<file path="src/rtl/sbb_pkg.sv">
package sbb_pkg;

   // Size code carried with each store
   typedef enum logic [1:0] {
      SZ_BYTE  = 2'd0,
      SZ_HALF  = 2'd1,
      SZ_WORD  = 2'd2,
      SZ_DWORD = 2'd3
   } sbb_size_e;

   // Index width that never collapses to zero
   function automatic int idx_w(input int n);
      return (n > 1) ? $clog2(n) : 1;
   endfunction

endpackage

</file>
<file path="src/rtl/sbb_age_matrix.sv">
// Pairwise arrival-order record: older[i][j] is set when slot i arrived before slot j.
module sbb_age_matrix #(
   parameter int DEPTH = 8
) (
   input  logic                        clk,
   input  logic                        rst_n,
   input  logic                        ins_en,
   input  logic [DEPTH-1:0]            ins_oh,
   input  logic [DEPTH-1:0]            live,
   output logic [DEPTH-1:0][DEPTH-1:0] older
);

   always_ff @(posedge clk) begin
      if (!rst_n) begin
         older <= '0;
      end else if (ins_en) begin
         for (int i = 0; i < DEPTH; i++) begin
            for (int j = 0; j < DEPTH; j++) begin
               if (ins_oh[j])
                  older[i][j] <= live[i] && !ins_oh[i];
               else if (ins_oh[i])
                  older[i][j] <= 1'b0;
            end
         end
      end
   end

endmodule

</file>
<file path="src/rtl/sbb_age_pick.sv">
// Chooses the oldest or the youngest member of a candidate set.
module sbb_age_pick #(
   parameter int DEPTH      = 8,
   parameter bit PICK_YOUNG = 1'b0
) (
   input  logic [DEPTH-1:0]            cand,
   input  logic [DEPTH-1:0][DEPTH-1:0] older,
   output logic [DEPTH-1:0]            pick,
   output logic                        any
);

   generate
      if (PICK_YOUNG) begin : g_young
         always_comb begin
            for (int i = 0; i < DEPTH; i++) begin
               logic blk;
               blk = 1'b0;
               for (int j = 0; j < DEPTH; j++)
                  blk = blk | (cand[j] & older[i][j]);
               pick[i] = cand[i] & ~blk;
            end
         end
      end else begin : g_old
         always_comb begin
            for (int i = 0; i < DEPTH; i++) begin
               logic blk;
               blk = 1'b0;
               for (int j = 0; j < DEPTH; j++)
                  blk = blk | (cand[j] & older[j][i]);
               pick[i] = cand[i] & ~blk;
            end
         end
      end
   endgenerate

   assign any = |cand;

endmodule

</file>
<file path="src/rtl/sbb_thread_ctr.sv">
// Per-thread entry count and cumulative activity counters.
module sbb_thread_ctr #(
   parameter int NW = 4,
   parameter int CW = 16
) (
   input  logic          clk,
   input  logic          rst_n,
   input  logic          inc,
   input  logic          dec,
   input  logic          bar,
   input  logic          pend,
   output logic [NW-1:0] ent,
   output logic [CW-1:0] occ,
   output logic [CW-1:0] pcyc,
   output logic [CW-1:0] bcnt
);

   always_ff @(posedge clk) begin
      if (!rst_n) begin
         ent  <= '0;
         occ  <= '0;
         pcyc <= '0;
         bcnt <= '0;
      end else begin
         if (inc && !dec)
            ent <= ent + NW'(1);
         else if (dec && !inc)
            ent <= ent - NW'(1);
         occ <= occ + CW'(ent);
         if (pend)
            pcyc <= pcyc + CW'(1);
         if (bar)
            bcnt <= bcnt + CW'(1);
      end
   end

endmodule

</file>
<file path="src/rtl/store_barrier_buf.sv">
module store_barrier_buf
   import sbb_pkg::*;
#(
   parameter int DEPTH   = 8,
   parameter int THREADS = 2,
   parameter int AW      = 16,
   parameter int DW      = 32,
   parameter int SEQW    = 8,
   parameter int CW      = 16,
   localparam int IW     = idx_w(DEPTH),
   localparam int TW     = idx_w(THREADS),
   localparam int NW     = $clog2(DEPTH + 1)
) (
   input  logic                  clk,
   input  logic                  rst_n,
   input  logic                  ins_valid,
   input  logic [TW-1:0]         ins_thread,
   input  logic [AW-1:0]         ins_addr,
   input  logic [DW-1:0]         ins_data,
   input  logic [1:0]            ins_size,
   input  logic [SEQW-1:0]       ins_seq,
   output logic                  ins_accept,
   input  logic                  bar_valid,
   input  logic [TW-1:0]         bar_thread,
   output logic                  iss_valid,
   input  logic                  iss_ready,
   output logic [TW-1:0]         iss_thread,
   output logic [AW-1:0]         iss_addr,
   output logic [DW-1:0]         iss_data,
   output logic [1:0]            iss_size,
   output logic [SEQW-1:0]       iss_seq,
   output logic [IW-1:0]         iss_slot,
   input  logic                  cmp_valid,
   input  logic [IW-1:0]         cmp_slot,
   output logic [THREADS*NW-1:0] ent_count,
   output logic [THREADS*CW-1:0] occ_total,
   output logic [THREADS*CW-1:0] pend_cycles,
   output logic [THREADS*CW-1:0] bar_total,
   output logic [CW-1:0]         full_cycles
);

   // elaboration-time parameter checks
   if (DEPTH < 2)        begin : g_bad_depth   $error("DEPTH must be at least 2");       end
   if (THREADS < 1)      begin : g_bad_threads $error("THREADS must be at least 1");     end
   if (SEQW < 1)         begin : g_bad_seq     $error("SEQW must be at least 1");        end
   if (CW < NW)          begin : g_bad_cw      $error("CW must hold an entry count");    end

   // entry state
   logic [DEPTH-1:0]            e_valid, e_rdy, e_iss, e_flag;
   logic [DEPTH-1:0][TW-1:0]    e_thr;
   logic [DEPTH-1:0][AW-1:0]    e_addr;
   logic [DEPTH-1:0][DW-1:0]    e_data;
   logic [DEPTH-1:0][1:0]       e_size;
   logic [DEPTH-1:0][SEQW-1:0]  e_seq;
   logic [THREADS-1:0]          pend;
   logic [DEPTH-1:0][DEPTH-1:0] older;

   logic full, ins_fire, iss_fire;
   logic [DEPTH-1:0] free_oh, cmp_oh;

   assign full       = &e_valid;
   assign ins_accept = ~full;
   assign ins_fire   = ins_valid & ~full;

   // lowest free slot
   always_comb begin
      logic found;
      found   = 1'b0;
      free_oh = '0;
      for (int j = 0; j < DEPTH; j++) begin
         if (!e_valid[j] && !found) begin
            free_oh[j] = 1'b1;
            found      = 1'b1;
         end
      end
   end

   always_comb begin
      for (int j = 0; j < DEPTH; j++)
         cmp_oh[j] = cmp_valid && (cmp_slot == IW'(j));
   end

   sbb_age_matrix #(.DEPTH(DEPTH)) u_age (
      .clk    (clk),
      .rst_n  (rst_n),
      .ins_en (ins_fire),
      .ins_oh (free_oh),
      .live   (e_valid),
      .older  (older)
   );

   // ---------------- completion: barrier move or release ----------------
   logic [TW-1:0]    ct;
   logic [DEPTH-1:0] older_of_c, younger_of_c, mv_oh, wake;
   logic             c_flag, has_older, release_c, still, mv_any;

   assign ct     = e_thr[cmp_slot];
   assign c_flag = cmp_valid & e_flag[cmp_slot];

   always_comb begin
      for (int j = 0; j < DEPTH; j++) begin
         logic same;
         same            = e_valid[j] && !cmp_oh[j] && (e_thr[j] == ct);
         older_of_c[j]   = same && older[j][cmp_slot];
         younger_of_c[j] = same && older[cmp_slot][j];
      end
   end

   sbb_age_pick #(.DEPTH(DEPTH), .PICK_YOUNG(1'b1)) u_nearest (
      .cand  (older_of_c),
      .older (older),
      .pick  (mv_oh),
      .any   (mv_any)
   );

   assign has_older = mv_any;
   assign release_c = c_flag & ~has_older;
   assign still     = |(younger_of_c & e_flag);

   // wake every younger same-thread store with no marked store strictly between
   always_comb begin
      for (int j = 0; j < DEPTH; j++) begin
         logic blk;
         blk = 1'b0;
         for (int k = 0; k < DEPTH; k++)
            blk = blk | (younger_of_c[k] & e_flag[k] & older[k][j]);
         wake[j] = release_c & younger_of_c[j] & ~blk;
      end
   end

   logic [THREADS-1:0] pend_mid, pend_nx;
   always_comb begin
      pend_mid = pend;
      if (release_c)
         pend_mid[ct] = still;
   end

   logic new_rdy;
   assign new_rdy = ~pend_mid[ins_thread];

   // ---------------- barrier command ----------------
   logic [DEPTH-1:0] bcand, by_oh, bar_oh;
   logic             by_any, bar_hit;

   always_comb begin
      for (int j = 0; j < DEPTH; j++)
         bcand[j] = e_valid[j] && !cmp_oh[j] && (e_thr[j] == bar_thread);
   end

   sbb_age_pick #(.DEPTH(DEPTH), .PICK_YOUNG(1'b1)) u_bar_pick (
      .cand  (bcand),
      .older (older),
      .pick  (by_oh),
      .any   (by_any)
   );

   always_comb begin
      if (!bar_valid)
         bar_oh = '0;
      else if (ins_fire && (ins_thread == bar_thread))
         bar_oh = free_oh;
      else
         bar_oh = by_oh;
   end
   assign bar_hit = |bar_oh;

   always_comb begin
      pend_nx = pend_mid;
      if (bar_hit)
         pend_nx[bar_thread] = 1'b1;
   end

   // ---------------- issue selection ----------------
   logic [DEPTH-1:0] icand, iss_oh;
   logic             iss_any;

   assign icand = e_valid & e_rdy & ~e_iss;

   sbb_age_pick #(.DEPTH(DEPTH), .PICK_YOUNG(1'b0)) u_iss_pick (
      .cand  (icand),
      .older (older),
      .pick  (iss_oh),
      .any   (iss_any)
   );

   always_comb begin
      iss_slot = '0;
      for (int j = 0; j < DEPTH; j++)
         if (iss_oh[j]) iss_slot = IW'(j);
   end

   assign iss_valid  = iss_any;
   assign iss_thread = e_thr[iss_slot];
   assign iss_addr   = e_addr[iss_slot];
   assign iss_data   = e_data[iss_slot];
   assign iss_size   = e_size[iss_slot];
   assign iss_seq    = e_seq[iss_slot];
   assign iss_fire   = iss_valid & iss_ready;

   // ---------------- entry update ----------------
   always_ff @(posedge clk) begin
      if (!rst_n) begin
         e_valid <= '0;
         e_rdy   <= '0;
         e_iss   <= '0;
         e_flag  <= '0;
         e_thr   <= '0;
         e_addr  <= '0;
         e_data  <= '0;
         e_size  <= '0;
         e_seq   <= '0;
         pend    <= '0;
      end else begin
         pend <= pend_nx;
         for (int j = 0; j < DEPTH; j++) begin
            if (cmp_oh[j]) begin
               e_valid[j] <= 1'b0;
               e_rdy[j]   <= 1'b0;
               e_iss[j]   <= 1'b0;
               e_flag[j]  <= 1'b0;
            end else if (ins_fire && free_oh[j]) begin
               e_valid[j] <= 1'b1;
               e_rdy[j]   <= new_rdy;
               e_iss[j]   <= 1'b0;
               e_flag[j]  <= bar_oh[j];
               e_thr[j]   <= ins_thread;
               e_addr[j]  <= ins_addr;
               e_data[j]  <= ins_data;
               e_size[j]  <= ins_size;
               e_seq[j]   <= ins_seq;
            end else begin
               e_rdy[j]  <= e_rdy[j] | wake[j];
               e_iss[j]  <= e_iss[j] | (iss_fire & iss_oh[j]);
               e_flag[j] <= e_flag[j] | (c_flag & mv_oh[j]) | bar_oh[j];
            end
         end
      end
   end

   // ---------------- counters ----------------
   for (genvar t = 0; t < THREADS; t++) begin : g_thr
      sbb_thread_ctr #(.NW(NW), .CW(CW)) u_ctr (
         .clk   (clk),
         .rst_n (rst_n),
         .inc   (ins_fire && (ins_thread == TW'(t))),
         .dec   (cmp_valid && (ct == TW'(t))),
         .bar   (bar_valid && (bar_thread == TW'(t))),
         .pend  (pend[t]),
         .ent   (ent_count[t*NW +: NW]),
         .occ   (occ_total[t*CW +: CW]),
         .pcyc  (pend_cycles[t*CW +: CW]),
         .bcnt  (bar_total[t*CW +: CW])
      );
   end

   always_ff @(posedge clk) begin
      if (!rst_n)
         full_cycles <= '0;
      else if (full)
         full_cycles <= full_cycles + CW'(1);
   end

endmodule

</file>
<file path="config.mk">
export PLATFORM = sky130hd
export DESIGN_NAME = store_barrier_buf
export DESIGN_NICKNAME = d
export VERILOG_FILES = /design/src/rtl/sbb_pkg.sv /design/src/rtl/sbb_age_matrix.sv /design/src/rtl/sbb_age_pick.sv /design/src/rtl/sbb_thread_ctr.sv /design/src/rtl/store_barrier_buf.sv
export SDC_FILE = /design/constraint.sdc
export NUM_CORES = 2
export LEC_CHECK = 0
export ABC_CLOCK_PERIOD_IN_PS = 6800
export BUFFER_PORTS_ARGS = -buffer_cell sky130_fd_sc_hd__buf_2
export CAP_MARGIN = 20
export CELL_PAD_IN_SITES_DETAIL_PLACEMENT = 0
export CELL_PAD_IN_SITES_GLOBAL_PLACEMENT = 2
export CORE_ASPECT_RATIO = 0.7
export CORE_MARGIN = 2
export CORE_UTILIZATION = 39
export DETAILED_ROUTE_END_ITERATION = 6
export PLACE_DENSITY = 0.93
export SETUP_SLACK_MARGIN = 0.4
export SYNTH_ARGS = -nofsm -noshare
export SYNTH_HDL_FRONTEND = slang
export SYNTH_SLANG_ARGS = --single-unit
</file>
<file path="constraint.sdc">
create_clock -name clk -period 6.8 [get_ports clk]
set_input_delay 1.36 -clock clk [delete_from_list [all_inputs] [get_ports clk]]
set_output_delay 1.36 -clock clk [all_outputs]
set_load 0.02 [all_outputs]
</file>
---- Yosys cells after proc, flatten, opt, wreduce, memory -nomap -nowiden ----
Index checks and enable logic that the tools add are counted.
word-level totals
  input port bits ......................... 69
  ROM bits ................................ 0
  memory bits (writable) .................. 0
  memories kept ........................... 0
  latch bits .............................. 0
  bits in registers ....................... 689
  logic and storage cells ................. 1169
operators by class
  $mul .................................... 0
  muxes and demuxes ....................... 148
  reduce and logical (&&, ||, !) cells .... 203
  equal/unequal tests ..................... 31
  order comparisons ....................... 7
  shifts and indexed selects .............. 0
  add/sub/neg operators ................... 11
  divide/modulo/power cells ............... 0
  bitwise logic cells ..................... 624
operators with widths
  cell                   count
  $and 1x1->1            320
  $or 1x1->1             252
  $mux 1                 110
  $bmux 32 s3            1
  $reduce_and 2->1       43
  $logic_and 1x1->1      83
  $add 16x1->16 const B  5
  $bmux 16 s3            1
  $bmux 8 s3             2
  $not 1->1              47
  $reduce_bool 2->1      23
  $bmux 1 s3             11
  $add 16x4->16          2
  $logic_not 1->1        32
  $mux 32                1
  $mux 8                 4
  $reduce_or 8->1        4
  $and 8x8->8            3
  $reduce_or 3->1        8
  $mux 3                 6
  $eq 1x1->1             17
  $mux 16                1
  $mux 4                 4
  $reduce_or 2->1        8
  other kinds (17)       36

---- Logic depth before layout (Yosys ltp) ----
  word-level depth ........................ 25
  depth in mapped cells ................... 15

---- Modules after synthesis ----
A second synthesis with hierarchy kept.
second synthesis, totals
  cell total of the unflattened synthesis .. 4055
  area total of the unflattened synthesis .. 34579.4 µm²
by module, submodules not included
  module                           cells each  times used  seq. area each (µm²)  area an instance (µm²)
  store_barrier_buf                3040        1           10450.0               25735.9
  sbb_age_matrix                   263         1           1281.2                2650.0
  sbb_thread_ctr (g_thr[0].u_ctr)  273         1           1041.0                2449.8
  sbb_thread_ctr (g_thr[1].u_ctr)  278         1           1041.0                2426.1
  sbb_age_pick                     67          3           0.0                   439.2

---- Worst setup path after synthesis ----
OpenSTA, ideal clock, no wires.
  path kind ............................... flip-flop to output port
  start point ............................. register e_valid[0]
  end point ............................... output port iss_data[9]
  arrival ................................. 3.023 ns
  slack ................................... 2.417 ns
  stages on the path, launching flop included .. 12
  buffers on the path ..................... 2
  data required time ...................... 5.440 ns
  cell sequence ........................... dfxtp_1 -> and3b_1 -> buf_2 -> a2111o_1 -> a2111o_1 -> a21oi_1 -> o22ai_1 -> a21oi_2 -> buf_2 -> mux2_2 -> a222oi_1 -> o221ai_1
between the ends
  word-level cells in the longest chain between the ends .. 21
RTL lines
  what                               RTL line                  RTL
  from (decl)                        store_barrier_buf.sv:49   logic [DEPTH-1:0] e_valid, e_rdy, e_iss, e_flag;
  from (signal assigned)             store_barrier_buf.sv:203  e_valid <= '0;
  from (signal, indexed assignment)  store_barrier_buf.sv:217  e_valid[j] <= 1'b0;
  from (signal, indexed assignment)  store_barrier_buf.sv:222  e_valid[j] <= 1'b1;
  $and 8x8->8 (*) (2 in a row)       store_barrier_buf.sv:177  assign icand = e_valid & e_rdy & ~e_iss;
  $and 1x1->1                        sbb_age_pick.sv:29        blk = blk | (cand[j] & older[j][i]);
  $or 1x1->1 (7 in a row)            sbb_age_pick.sv:29
  $not 1->1                          sbb_age_pick.sv:30        pick[i] = cand[i] & ~blk;
  $and 1x1->1                        sbb_age_pick.sv:30
  $mux 1                             store_barrier_buf.sv:189  if (iss_oh[j]) iss_slot = IW'(j);
  $mux 3 (5 in a row)                store_barrier_buf.sv:189
  $mux 3 (*)                         store_barrier_buf.sv:189
  $bmux 32 s3 (*)                    store_barrier_buf.sv:195  assign iss_data = e_data[iss_slot];
  $mux 32 (implied by the code) (*)  store_barrier_buf.sv:195
  to (decl)                          store_barrier_buf.sv:29   output logic [DW-1:0] iss_data,
Every way passes the cells marked *; elsewhere a longest branch is shown, timed or not. The select of a mux whose other input is x is not followed.

---- Final worst setup path ----
  start point ............................. register e_valid[0]
  end point ............................... output port iss_seq[7]
between the ends
  word-level cells in the longest chain between the ends .. 21
RTL lines
  what                              RTL line                  RTL
  $and 8x8->8 (*) (2 in a row)      store_barrier_buf.sv:177
  $and 1x1->1                       sbb_age_pick.sv:29
  $or 1x1->1 (7 in a row)           sbb_age_pick.sv:29
  $not 1->1                         sbb_age_pick.sv:30
  $and 1x1->1                       sbb_age_pick.sv:30
  $mux 1                            store_barrier_buf.sv:189
  $mux 3 (5 in a row)               store_barrier_buf.sv:189
  $mux 3 (*)                        store_barrier_buf.sv:189
  $bmux 8 s3 (*)                    store_barrier_buf.sv:197  assign iss_seq = e_seq[iss_slot];
  $mux 8 (implied by the code) (*)  store_barrier_buf.sv:197
  to (decl)                         store_barrier_buf.sv:31   output logic [SEQW-1:0] iss_seq,
Marked as above.

==> metrics.log <==
[metrics] result of the run: finished with violations
[metrics] violations in the final reports: DRC
[metrics] count of endpoints failing hold in the final timing report: 0
[metrics] total CTS buffers: 73
[metrics] Syn-to-layout area delta: 13.6%
[metrics] clock root buffer: sky130_fd_sc_hd__clkbuf_16
[metrics] DRC violations left: 1
[metrics] commonest non-fill, non-tap cell in the layout: sky130_fd_sc_hd__nand2_1
[metrics] fraction of final layout cells sized beyond drive strength 1: 13.8%
[metrics] via count of the first global-routing pass: 27699
[metrics] maximum level of the CTS H-tree: 3
[metrics] total power after layout: 8.94 mW
[metrics] slew of the pin with the lowest slew margin: 1.17 ns
[metrics] number of distinct standard cells referenced by the synthesized netlist: 77
[metrics] clk_lat worst skew: 0.64 ns
[metrics] Synth Area in XOR/XNOR: 2.72%
[metrics] post-route worst hold slack: 0.451 ns
[metrics] I/O pin count: 253
[metrics] via density per instance: 5.84
[metrics] slack of the critical path: 0.606 ns
[metrics] number of buffers between clock root and the deepest sink: 3
[metrics] x dimension of the die: 346 um
[metrics] Overall Global Routing Usage: 28.7%
[metrics] total congestion overflow: 0
[metrics] Simple-Gate Fraction of Synth Area: 21.6%
[metrics] critical path data arrival time: 4.83 ns
[metrics] share of synthesized area occupied by flip-flops and latches: 43.3%
[metrics] detailed-route via count: 30120
[metrics] post-synthesis mux area share: 7.98%
[metrics] end of the worst register-to-register path: e_addr[122]
[metrics] ys flop type: sky130_fd_sc_hd__dfxtp_1
[metrics] Detailed Route WL: 125000 um
[metrics] CTS tree: yes
[metrics] number of maximum-capacitance constraint violations: 0
[metrics] Cell Area, Synth: 0.0319 mm^2
[metrics] largest net degree at the start of global routing: 211
[metrics] Clock Skews: 0.0262 ns
[metrics] R2R Path Start: e_valid[0]
[metrics] Async S/R FF share, synth: 0%
[metrics] utilization of the core after routing: 44.8%
[metrics] cell leakage power: 13.8 nW
[metrics] count of antenna-violating nets left after detailed routing: 0
[metrics] nets@finish: 4124
[metrics] Core Box Area: 0.0808 mm^2
[metrics] portion of the clock cycle consumed by the worst path in the final layout: 91.1%
[metrics] total iterations of the first detailed-routing run: 7
[metrics] post-synth net total: 4048
[metrics] number of synthesized register bits: 689
[metrics] # setup viols final: 0
[metrics] hold path startpoint: e_data[8]
[metrics] sinks on the clock net: 689
[metrics] die outline area: 0.0841 mm^2
[metrics] kind of start point of the critical path: register
[metrics] clock transition at the registers of the reported paths: 0.07 ns
[metrics] peak supply drop: 0.179 mV
[metrics] last weighted congestion value of the routability-driven placer: 1.04
[metrics] placed wire-length estimate after detailed placement: 75400 um
[metrics] worst reg2reg path depth: 7
[metrics] area of the multi-input gates: 0.0165 mm^2
[metrics] Final Max Slew Viols: 0
[metrics] y dimension of the die: 243 um
[metrics] worst slack, placed: 1.29 ns
[metrics] first-pass GRT wire length: 185000 um
[metrics] sequential cell area in the final layout: 0.0138 mm^2
[metrics] per-instance average area after synthesis: 8.06 um^2
[metrics] antenna violations before repair: 12
[metrics] crit path capture type: output port
[metrics] Post-Syn Instances: 3956
[metrics] cell row count: 87
[metrics] largest fanout on the critical path: 56
[metrics] port buffer count: 252
[metrics] count of synthesis-stage warnings from yosys: 0
[metrics] min Tclk post-route: 6.19 ns
[metrics] worst endpoint required time: 5.44 ns
[metrics] Initial Util: 39.5%
[metrics] cell depth of the worst min-delay path: 2
[metrics] highest achievable clock rate: 161 MHz
[metrics] worst reg-to-reg setup slack: 2.66 ns
[metrics] top library cells by usage in the layout, fill and taps aside: sky130_fd_sc_hd__nand2_1 (1104), sky130_fd_sc_hd__dfxtp_1 (688), sky130_fd_sc_hd__a21oi_1 (574)
[metrics] Slew headroom: 20.9%
[metrics] setup repair after global routing missed its margin: false
[metrics] largest family of logic cells by synthesized area: simple AND/OR/NAND/NOR gates
[metrics] TNS Setup: 0 ns
[metrics] fraction of the mapped netlist area in compound gates: 17.9%
[metrics] EDFF count, synth: 0
[metrics] initial DRC count: 3729
[metrics] critical path type: register to output port
[metrics] WL per Instance: 24.2 um
[metrics] adder-cell share of the synthesized area: 0.997%
[metrics] hold crit path type: register to register
[metrics] pwr dens: 247 mW/mm^2
[metrics] destination of the worst hold path: e_data[8]
[metrics] Layout fillers: 8110
timing repair:
action | 4_1_cts | 5_1_grt
gates resized for setup | 0 | 2
setup buffers | 0 | 0
endpoints found under the setup margin | 0 | 6
hold buffers | 0 | 0
critical path: stages (launching register included):
cell and delay, ns:
sky130_fd_sc_hd__dfxtp_1 0.48, sky130_fd_sc_hd__and3b_1 0.42, sky130_fd_sc_hd__a2111o_1 0.48, sky130_fd_sc_hd__a2111o_1 0.40, sky130_fd_sc_hd__a21oi_1 0.18, sky130_fd_sc_hd__o22ai_1 0.14, sky130_fd_sc_hd__a21oi_4 0.31, sky130_fd_sc_hd__buf_12 0.19
sky130_fd_sc_hd__buf_12 0.35, sky130_fd_sc_hd__mux2_2 0.39, sky130_fd_sc_hd__a222oi_1 0.31, sky130_fd_sc_hd__o221ai_1 0.26, sky130_fd_sc_hd__buf_2 0.24
worst max-delay path by stage:
stage / from / endpoint / slack, ns / cells after the start
2_1_floorplan: e_valid[0] / iss_data[9] / 2.42 / 11
3_3_place_gp: e_valid[0] / iss_addr[10] / 1.31 / 11
3_5_place_dp: e_valid[0] / iss_addr[5] / 1.29 / 11
4_1_cts: e_valid[0] / iss_addr[5] / 0.59 / 11
5_1_grt: e_valid[0] / iss_seq[7] / 0.44 / 12
6_report: e_valid[0] / iss_seq[7] / 0.61 / 12
where the power goes:
part | switching (mW) | internal (mW) | total, mW
registers | 0.0682 | 4.11 | 4.18
clock network | 1.75 | 2.31 | 4.05
logic | 0.482 | 0.226 | 0.708
per-stage QoR:
step | cells | cell area (um^2)
final | 5161 | 36200
after global routing | 5156 | 36200
after CTS | 5155 | 36200
after detailed placement | 5025 | 33800
after global placement | 5024 | 33800
after floorplan | 3956 | 31900
kinds of logic (layout without fill, tap and decap cells):
kind of cell	after synthesis	in the layout
and+or+nand+nor	1613	1613
AOI/OAI and AO/OA	919	919
DFF	689	689
buffers and inverters	386	517
muxes	227	227
xor gates and xnor gates	99	99
adders and majority gates	23	23
other	0	6
registers in the layout, summed over array words and instances (netlist names):
register          count
g_thr.u_ctr.ent       8
full_cycles          16
e_data              256
g_thr.u_ctr.occ      32
e_rdy                 8
e_addr              128
e_valid               8
e_thr                 8
g_thr.u_ctr.pcyc     32
pend                  2
u_age.older          63
e_seq                64
g_thr.u_ctr.bcnt     32
e_flag                8
e_iss                 8
e_size               16
final cells by class:
| class | instances | share of cell area, % |
|---|---|---|
| antenna | 6 | 0.0415 |
| clock buffer | 103 | 5.86 |
| clock inverter | 27 | 0.753 |
| inverter | 37 | 0.404 |
| multi-input combinational | 2881 | 45.5 |
| sequential | 689 | 38.1 |
| tap | 1068 | 3.69 |
| timing repair buffer | 350 | 5.70 |
cells in the mapped netlist, drive strengths merged, types with 48 or more instances:
master,instances,area share (%)
a21oi,575,9.0
a222oi,65,2.0
a22oi,61,1.4
buf,122,2.5
clkbuf,227,2.7
dfxtp,689,43
mux2,67,2.4
mux2i,145,4.6
nand2,1113,13
nand3,55,0.86
nor2,186,2.2
o21ai,48,0.75
o221ai,59,1.6
xor2,73,2.0
metal layers:
metal | routed length [um] | track usage, % | up-vias | part of all wire, %
met5 | 65 | 0 | - | 0.052
met4 | 3240 | 7.64 | 10 | 2.6
met3 | 12900 | 7.26 | 242 | 10
met2 | 51300 | 41.0 | 1451 | 41
met1 | 57300 | 42.4 | 14529 | 46
li1 | - | - | 13888 | -
Note: power is estimated with default switching activity, not from simulation.
